===== src/rtl/updn_pkg.sv =====
// Package: shared types for the dual-strobe up/down counter.
// Assumes: nothing beyond IEEE 1800-2017.
package updn_pkg;

    // Action the count register takes on the next clock edge.
    typedef enum logic [2:0] {
        STEP_HOLD  = 3'd0,
        STEP_INC   = 3'd1,
        STEP_DEC   = 3'd2,
        STEP_LOAD  = 3'd3,
        STEP_CLEAR = 3'd4
    } step_e;

endpackage


===== src/rtl/updn_sync.sv =====
// Module: updn_sync
// A multi-stage flop chain that brings a vector of asynchronous inputs into
// the clk domain. On reset every stage is loaded with RST_VAL.
// Assumes: each input bit is stable for at least one clk period.
module updn_sync #(
    parameter int                 WIDTH   = 1,
    parameter int                 STAGES  = 2,
    parameter logic [WIDTH-1:0]   RST_VAL = '0
) (
    input  logic             clk,
    input  logic             rst_n,
    input  logic [WIDTH-1:0] d,
    output logic [WIDTH-1:0] q
);

    generate
        if (STAGES == 1) begin : g_single
            logic [WIDTH-1:0] stg;

            // Single sampling stage.
            always_ff @(posedge clk) begin
                if (!rst_n) stg <= RST_VAL;
                else        stg <= d;
            end

            assign q = stg;
        end else begin : g_chain
            logic [STAGES-1:0][WIDTH-1:0] stg;

            // Shift the input through STAGES flops; index 0 samples the pin.
            always_ff @(posedge clk) begin
                if (!rst_n) stg <= {STAGES{RST_VAL}};
                else        stg <= {stg[STAGES-2:0], d};
            end

            assign q = stg[STAGES-1];
        end
    endgenerate

endmodule


===== src/rtl/updn_step_decode.sv =====
// Module: updn_step_decode
// Finds rising edges on the synchronized strobes and turns them, together
// with clear and load, into one step command. Priority order: clear, load,
// then strobes. Coincident up and down edges cancel.
// Assumes: inputs are already synchronous to clk; strobes idle high after reset.
module updn_step_decode
    import updn_pkg::*;
(
    input  logic  clk,
    input  logic  rst_n,
    input  logic  up_s,
    input  logic  dn_s,
    input  logic  load_n_s,
    input  logic  clear_s,
    output logic  up_rise,
    output logic  dn_rise,
    output step_e step
);

    logic up_prev;
    logic dn_prev;

    // Remember last cycle's strobe levels; reset to high so no edge follows reset.
    always_ff @(posedge clk) begin
        if (!rst_n) begin
            up_prev <= 1'b1;
            dn_prev <= 1'b1;
        end else begin
            up_prev <= up_s;
            dn_prev <= dn_s;
        end
    end

    assign up_rise = up_s & ~up_prev;
    assign dn_rise = dn_s & ~dn_prev;

    // Prioritised selection of the next count action.
    always_comb begin
        if (clear_s)                 step = STEP_CLEAR;
        else if (!load_n_s)          step = STEP_LOAD;
        else if (up_rise && !dn_rise) step = STEP_INC;
        else if (dn_rise && !up_rise) step = STEP_DEC;
        else                         step = STEP_HOLD;
    end

endmodule


===== src/rtl/updn_count_core.sv =====
// Module: updn_count_core
// The count register. Applies one step command per clk edge; arithmetic
// wraps naturally at the register width.
// Assumes: step is a registered-path decode of synchronized inputs.
module updn_count_core
    import updn_pkg::*;
#(
    parameter int W = 4
) (
    input  logic         clk,
    input  logic         rst_n,
    input  step_e        step,
    input  logic [W-1:0] preset,
    output logic [W-1:0] count
);

    localparam logic [W-1:0] ONE = W'(1);

    // Update the count according to the decoded step.
    always_ff @(posedge clk) begin
        if (!rst_n) begin
            count <= '0;
        end else begin
            case (step)
                STEP_CLEAR: count <= '0;
                STEP_LOAD:  count <= preset;
                STEP_INC:   count <= count + ONE;
                STEP_DEC:   count <= count - ONE;
                default:    count <= count;
            endcase
        end
    end

endmodule


===== src/rtl/updn_term.sv =====
// Module: updn_term
// Active-low terminal-count outputs: carry at the all-ones count while the
// synchronized up strobe is low, borrow at zero while the down strobe is low.
// Assumes: count and strobe levels are both clk-synchronous.
module updn_term #(
    parameter int W = 4
) (
    input  logic         clk,
    input  logic         rst_n,
    input  logic [W-1:0] count,
    input  logic         up_s,
    input  logic         dn_s,
    output logic         carry_n,
    output logic         borrow_n
);

    localparam logic [W-1:0] TOP = '1;

    // Gate the terminal states with the low phase of the matching strobe.
    always_comb begin
        carry_n  = ~((count == TOP) && !up_s);
        borrow_n = ~((count == '0)  && !dn_s);
    end

    // Carry and borrow need opposite count extremes, so never both low.
    AST_TC_EXCLUSIVE: assert property (@(posedge clk) disable iff (!rst_n)
        !carry_n |-> borrow_n);

endmodule


===== src/rtl/updn_counter.sv =====
// Module: updn_counter (top)
// Dual-strobe presettable up/down counter. Synchronizes all control inputs
// and the preset word, detects strobe edges, updates the count and drives
// the chainable terminal-count outputs.
// Assumes: every input holds each value for at least one clk period.
module updn_counter
    import updn_pkg::*;
#(
    parameter int W      = 4,
    parameter int STAGES = 2
) (
    input  logic         clk,
    input  logic         rst_n,
    input  logic         up_strobe,
    input  logic         down_strobe,
    input  logic         load_n,
    input  logic         clear,
    input  logic [W-1:0] preset,
    output logic [W-1:0] count,
    output logic         carry_n,
    output logic         borrow_n
);

    localparam int              SYNC_W   = W + 4;
    localparam logic [SYNC_W-1:0] SYNC_RST = {4'b1110, {W{1'b0}}};
    localparam logic [W-1:0]    ONE      = W'(1);

    logic [SYNC_W-1:0] sync_q;
    logic              up_s, dn_s, load_n_s, clear_s;
    logic [W-1:0]      preset_s;
    logic              up_rise, dn_rise;
    step_e             step;

    updn_sync #(.WIDTH(SYNC_W), .STAGES(STAGES), .RST_VAL(SYNC_RST)) u_sync (
        .clk   (clk),
        .rst_n (rst_n),
        .d     ({up_strobe, down_strobe, load_n, clear, preset}),
        .q     (sync_q)
    );

    assign {up_s, dn_s, load_n_s, clear_s, preset_s} = sync_q;

    updn_step_decode u_decode (
        .clk      (clk),
        .rst_n    (rst_n),
        .up_s     (up_s),
        .dn_s     (dn_s),
        .load_n_s (load_n_s),
        .clear_s  (clear_s),
        .up_rise  (up_rise),
        .dn_rise  (dn_rise),
        .step     (step)
    );

    updn_count_core #(.W(W)) u_core (
        .clk    (clk),
        .rst_n  (rst_n),
        .step   (step),
        .preset (preset_s),
        .count  (count)
    );

    updn_term #(.W(W)) u_term (
        .clk      (clk),
        .rst_n    (rst_n),
        .count    (count),
        .up_s     (up_s),
        .dn_s     (dn_s),
        .carry_n  (carry_n),
        .borrow_n (borrow_n)
    );

    // Count behaviour checked against the synchronized controls.
    AST_CLEAR_WINS: assert property (@(posedge clk) disable iff (!rst_n)
        clear_s |=> (count == '0));
    AST_LOAD_COPY: assert property (@(posedge clk) disable iff (!rst_n)
        (!clear_s && !load_n_s) |=> (count == $past(preset_s)));
    AST_UP_STEP: assert property (@(posedge clk) disable iff (!rst_n)
        (!clear_s && load_n_s && up_rise && !dn_rise) |=> (count == $past(count) + ONE));
    AST_DOWN_STEP: assert property (@(posedge clk) disable iff (!rst_n)
        (!clear_s && load_n_s && dn_rise && !up_rise) |=> (count == $past(count) - ONE));
    AST_BOTH_HOLD: assert property (@(posedge clk) disable iff (!rst_n)
        (!clear_s && load_n_s && up_rise && dn_rise) |=> $stable(count));
    AST_IDLE_HOLD: assert property (@(posedge clk) disable iff (!rst_n)
        (!clear_s && load_n_s && !up_rise && !dn_rise) |=> $stable(count));
    AST_RESET_STATE: assert property (@(posedge clk)
        !rst_n |=> ((count == '0) && carry_n && borrow_n));

endmodule


===== config.mk =====
export PLATFORM = sky130hd
export DESIGN_NAME = updn_counter
export DESIGN_NICKNAME = d
export VERILOG_FILES = /design/src/rtl/updn_pkg.sv /design/src/rtl/updn_sync.sv /design/src/rtl/updn_step_decode.sv /design/src/rtl/updn_count_core.sv /design/src/rtl/updn_term.sv /design/src/rtl/updn_counter.sv
export SDC_FILE = /design/constraint.sdc
export NUM_CORES = 1
export LEC_CHECK = 0
export ABC_AREA = 1
export CORE_MARGIN = 2
export CORE_UTILIZATION = 50
export CTS_BUF_LIST = sky130_fd_sc_hd__clkbuf_8
export CTS_CLUSTER_SIZE = 20
export DETAILED_ROUTE_END_ITERATION = 6
export DONT_BUFFER_PORTS = 1
export SYNTH_ARGS = -nofsm -noshare
export SYNTH_HDL_FRONTEND = slang
export SYNTH_SLANG_ARGS = --single-unit

===== constraint.sdc =====
create_clock -name clk -period 2.65 [get_ports clk]
set_input_delay 0.265 -clock clk [delete_from_list [all_inputs] [get_ports clk]]
set_output_delay 0.265 -clock clk [all_outputs]
set_load 0.01 [all_outputs]

==> results.cfg <==
[run_status]
status = finished clean

[clock_tree]
clkSlewWorstSetupHoldPaths_ps = 70
insertion_delay_ps = 260
holdBufCountCts = 0
clock-root-buffer = clkbuf_8
clockBufferDepth = 2
postCtsResizedCells = 0
cts_sinks = 22
cts-buffers-inserted = 3
cts_tree = yes
postCtsSetupBuffers = 0
cts_htree_levels = 1

[timing]
fmax_mhz = 607
min_period_ps = 1650
setup_viol = 0
setup-tns-final_ps = 0
finalMaxSlewViolations = 0
max_slew.worst_pin.slew_ps = 310
rsz0062_at_grt = false
relSlewSlack = 0.793
hold_viol = 0
finClkSkew_ps = 1.44
finalCritPeriodShare = 0.622

[floorplanning]
die_x_microns = 47.9
std_cell_rows = 15
io_pins = 16
coreArea_sq_um = 1760
die_h_microns = 47.9
die_area_sq_um = 2290
initial_core_util = 0.546

[route]
routed_via_density = 4.41
vias = 662
drtIter0Drc = 8
drc = 0
wl_per_cell_microns = 9.37
drt-total-wl_microns = 1410
dr.pass1.iters = 4
ant_nets = 0

[finish]
final_area_sq_um = 1040
n_fill_cell = 174
layout.nets = 139
area_growth_pct = 7.79
multi_input_area_sq_um = 385
antenna_cells = 0
final-seq-area_sq_um = 440
drive_gt1_frac = 0.160

[global_route]
grt_pass1_wl_microns = 2320
grt_overflow_total = 0
grtUsageTotal = 0.151
grt_max_degree = 23
antenna_found_initial = 0
first_global_vias = 588

[power]
ir_worst_vdd_mv = 0.361
power_density_nw_per_um2 = 642
power.leakage_nw = 0.579

[placement]
port_buffers = 0
dpl-instance-area_sq_um = 983
place_hpwl_microns = 1050
place.gp.congestion = 0.824

[critical_path]
critical_path_required_ps = 2820
arrival_ps = 1810
crit_path_end_kind = flip-flop
crit_fanout = 3
crit_type = reg -> reg
critPathLaunchType = flip-flop

[yosys]
ys_warn_count = 0
postSynthAreaPerCell_sq_um = 7.83
synth_cells = 123
yosysSeqAreaShare = 0.457
netlist_area_sq_um = 963
ys_types = 25
yosys_register_bits = 22
synth_nets = 136

[flow_run]
cap_violations = 0

[min_path]
hold_class = in -> reg
## flip-flops by register name (all words and copies together), names as in the netlist
signal,cells
u_sync.g_chain.stg,8
u_decode.up_prev,1
u_sync.q,8
u_core.count,4
u_decode.dn_prev,1
## path summary, 6_finish.rpt
check / from / depth (start not counted) / slack (ps) / endpoint
setup / recovery: u_sync.q[6] / 13 / 1000 / u_core.count[3]
hold / removal: rst_n / 1 / 70 / u_sync.q[6]
setup reg to reg: u_sync.q[6] / 13 / 1000 / u_core.count[3]
hold reg to reg: u_sync.g_chain.stg[5] / 2 / 400 / u_sync.q[5]
## kinds of logic (layout without fill, tap and decap cells)
kind of cell | count (synthesis) | after routing | share of synthesized area
AO/OA/AOI/OAI | 11 | 11 | 0.0727
XOR/XNOR | 1 | 1 | 0.00909
adder cells (fa/ha/maj) | 3 | 3 | 0.0467
buffers and inverters | 35 | 37 | 0.143
flip-flops | 22 | 22 | 0.457
AND/OR/NAND/NOR | 51 | 51 | 0.271
## cells in the mapped netlist
master / n / area, sq um
o21ai_0: 1 / 5.00
nor2_1: 3 / 11.3
xnor2_1: 1 / 8.76
a21oi_1: 4 / 20.0
nand2_1: 32 / 120
fa_1: 1 / 20.0
a21oi_2: 1 / 8.76
o21ai_2: 3 / 26.3
inv_1: 30 / 113
nand3_2: 1 / 10.0
nor2_8: 1 / 20.0
nand3_1: 4 / 20.0
o21ai_1: 2 / 10.0
nor3_1: 2 / 10.0
nand2_2: 2 / 12.5
inv_4: 1 / 6.26
nor2_4: 2 / 22.5
buf_4: 1 / 7.51
dfxtp_1: 22 / 440
ha_1: 2 / 25.0
inv_2: 2 / 7.51
nand2_4: 2 / 22.5
nor2_2: 1 / 6.26
nand4_1: 1 / 6.26
clkbuf_1: 1 / 3.75
## area by class of cell
type / count / share of cell area
multi-input combinational: 66 / 0.371
tap: 25 / 0.0301
clock buffer: 4 / 0.0530
inverter: 33 / 0.122
sequential: 22 / 0.424
## placed cells by master (no fill, tap or decap), drive strengths merged, types with 2 or more instances in the layout
master / count
a21oi: 5
clkbuf: 4
dfxtp: 22
ha: 2
inv: 33
nand2: 36
nand3: 5
nor2: 7
nor3: 2
o21ai: 6
## report_power, final
| group | leakage [nW] | internal (W) | switching (W) |
|---|---|---|---|
| combinational | 0.369 | 0.0000271 | 0.0000391 |
| sequential | 0.182 | 0.000349 | 0.0000166 |
| clock | 0.0288 | 0.000132 | 0.000103 |
## through the flow
stage | util | hold WS, ps | power, W | setup slack [ps] | cells
2_1_floorplan | - | 350 | 0.000432 | 1150 | 123
3_3_place_gp | 0.557 | 336 | 0.000439 | 1050 | 146
3_5_place_dp | 0.557 | 338 | 0.000441 | 1010 | 146
4_1_cts | 0.589 | 62.6 | 0.000677 | 1000 | 150
5_1_grt | 0.589 | 62.0 | 0.000697 | 777 | 150
6_report | 0.589 | 71.8 | 0.000667 | 1000 | 150
## critical path, cell delays in order (launching register included)
cell     delay [ps]
dfxtp_1         350
inv_2            60
nor2_4          130
nand3_2          90
inv_1           120
ha_1            280
nand2_1          80
nand2_1          40
nor2_1          130
inv_1            50
nand2_1          60
nand3_1          60
nand2_1          60
inv_1            30
## routing by layer
metal	vias up	global-route usage	wire length, microns
met3	4	0.0453	69
met5	-	0	0
met1	277	0.163	647
li1	362	-	-
met4	0	0.0973	25
met2	19	0.256	663
Note: power is estimated with default switching activity, not from simulation.
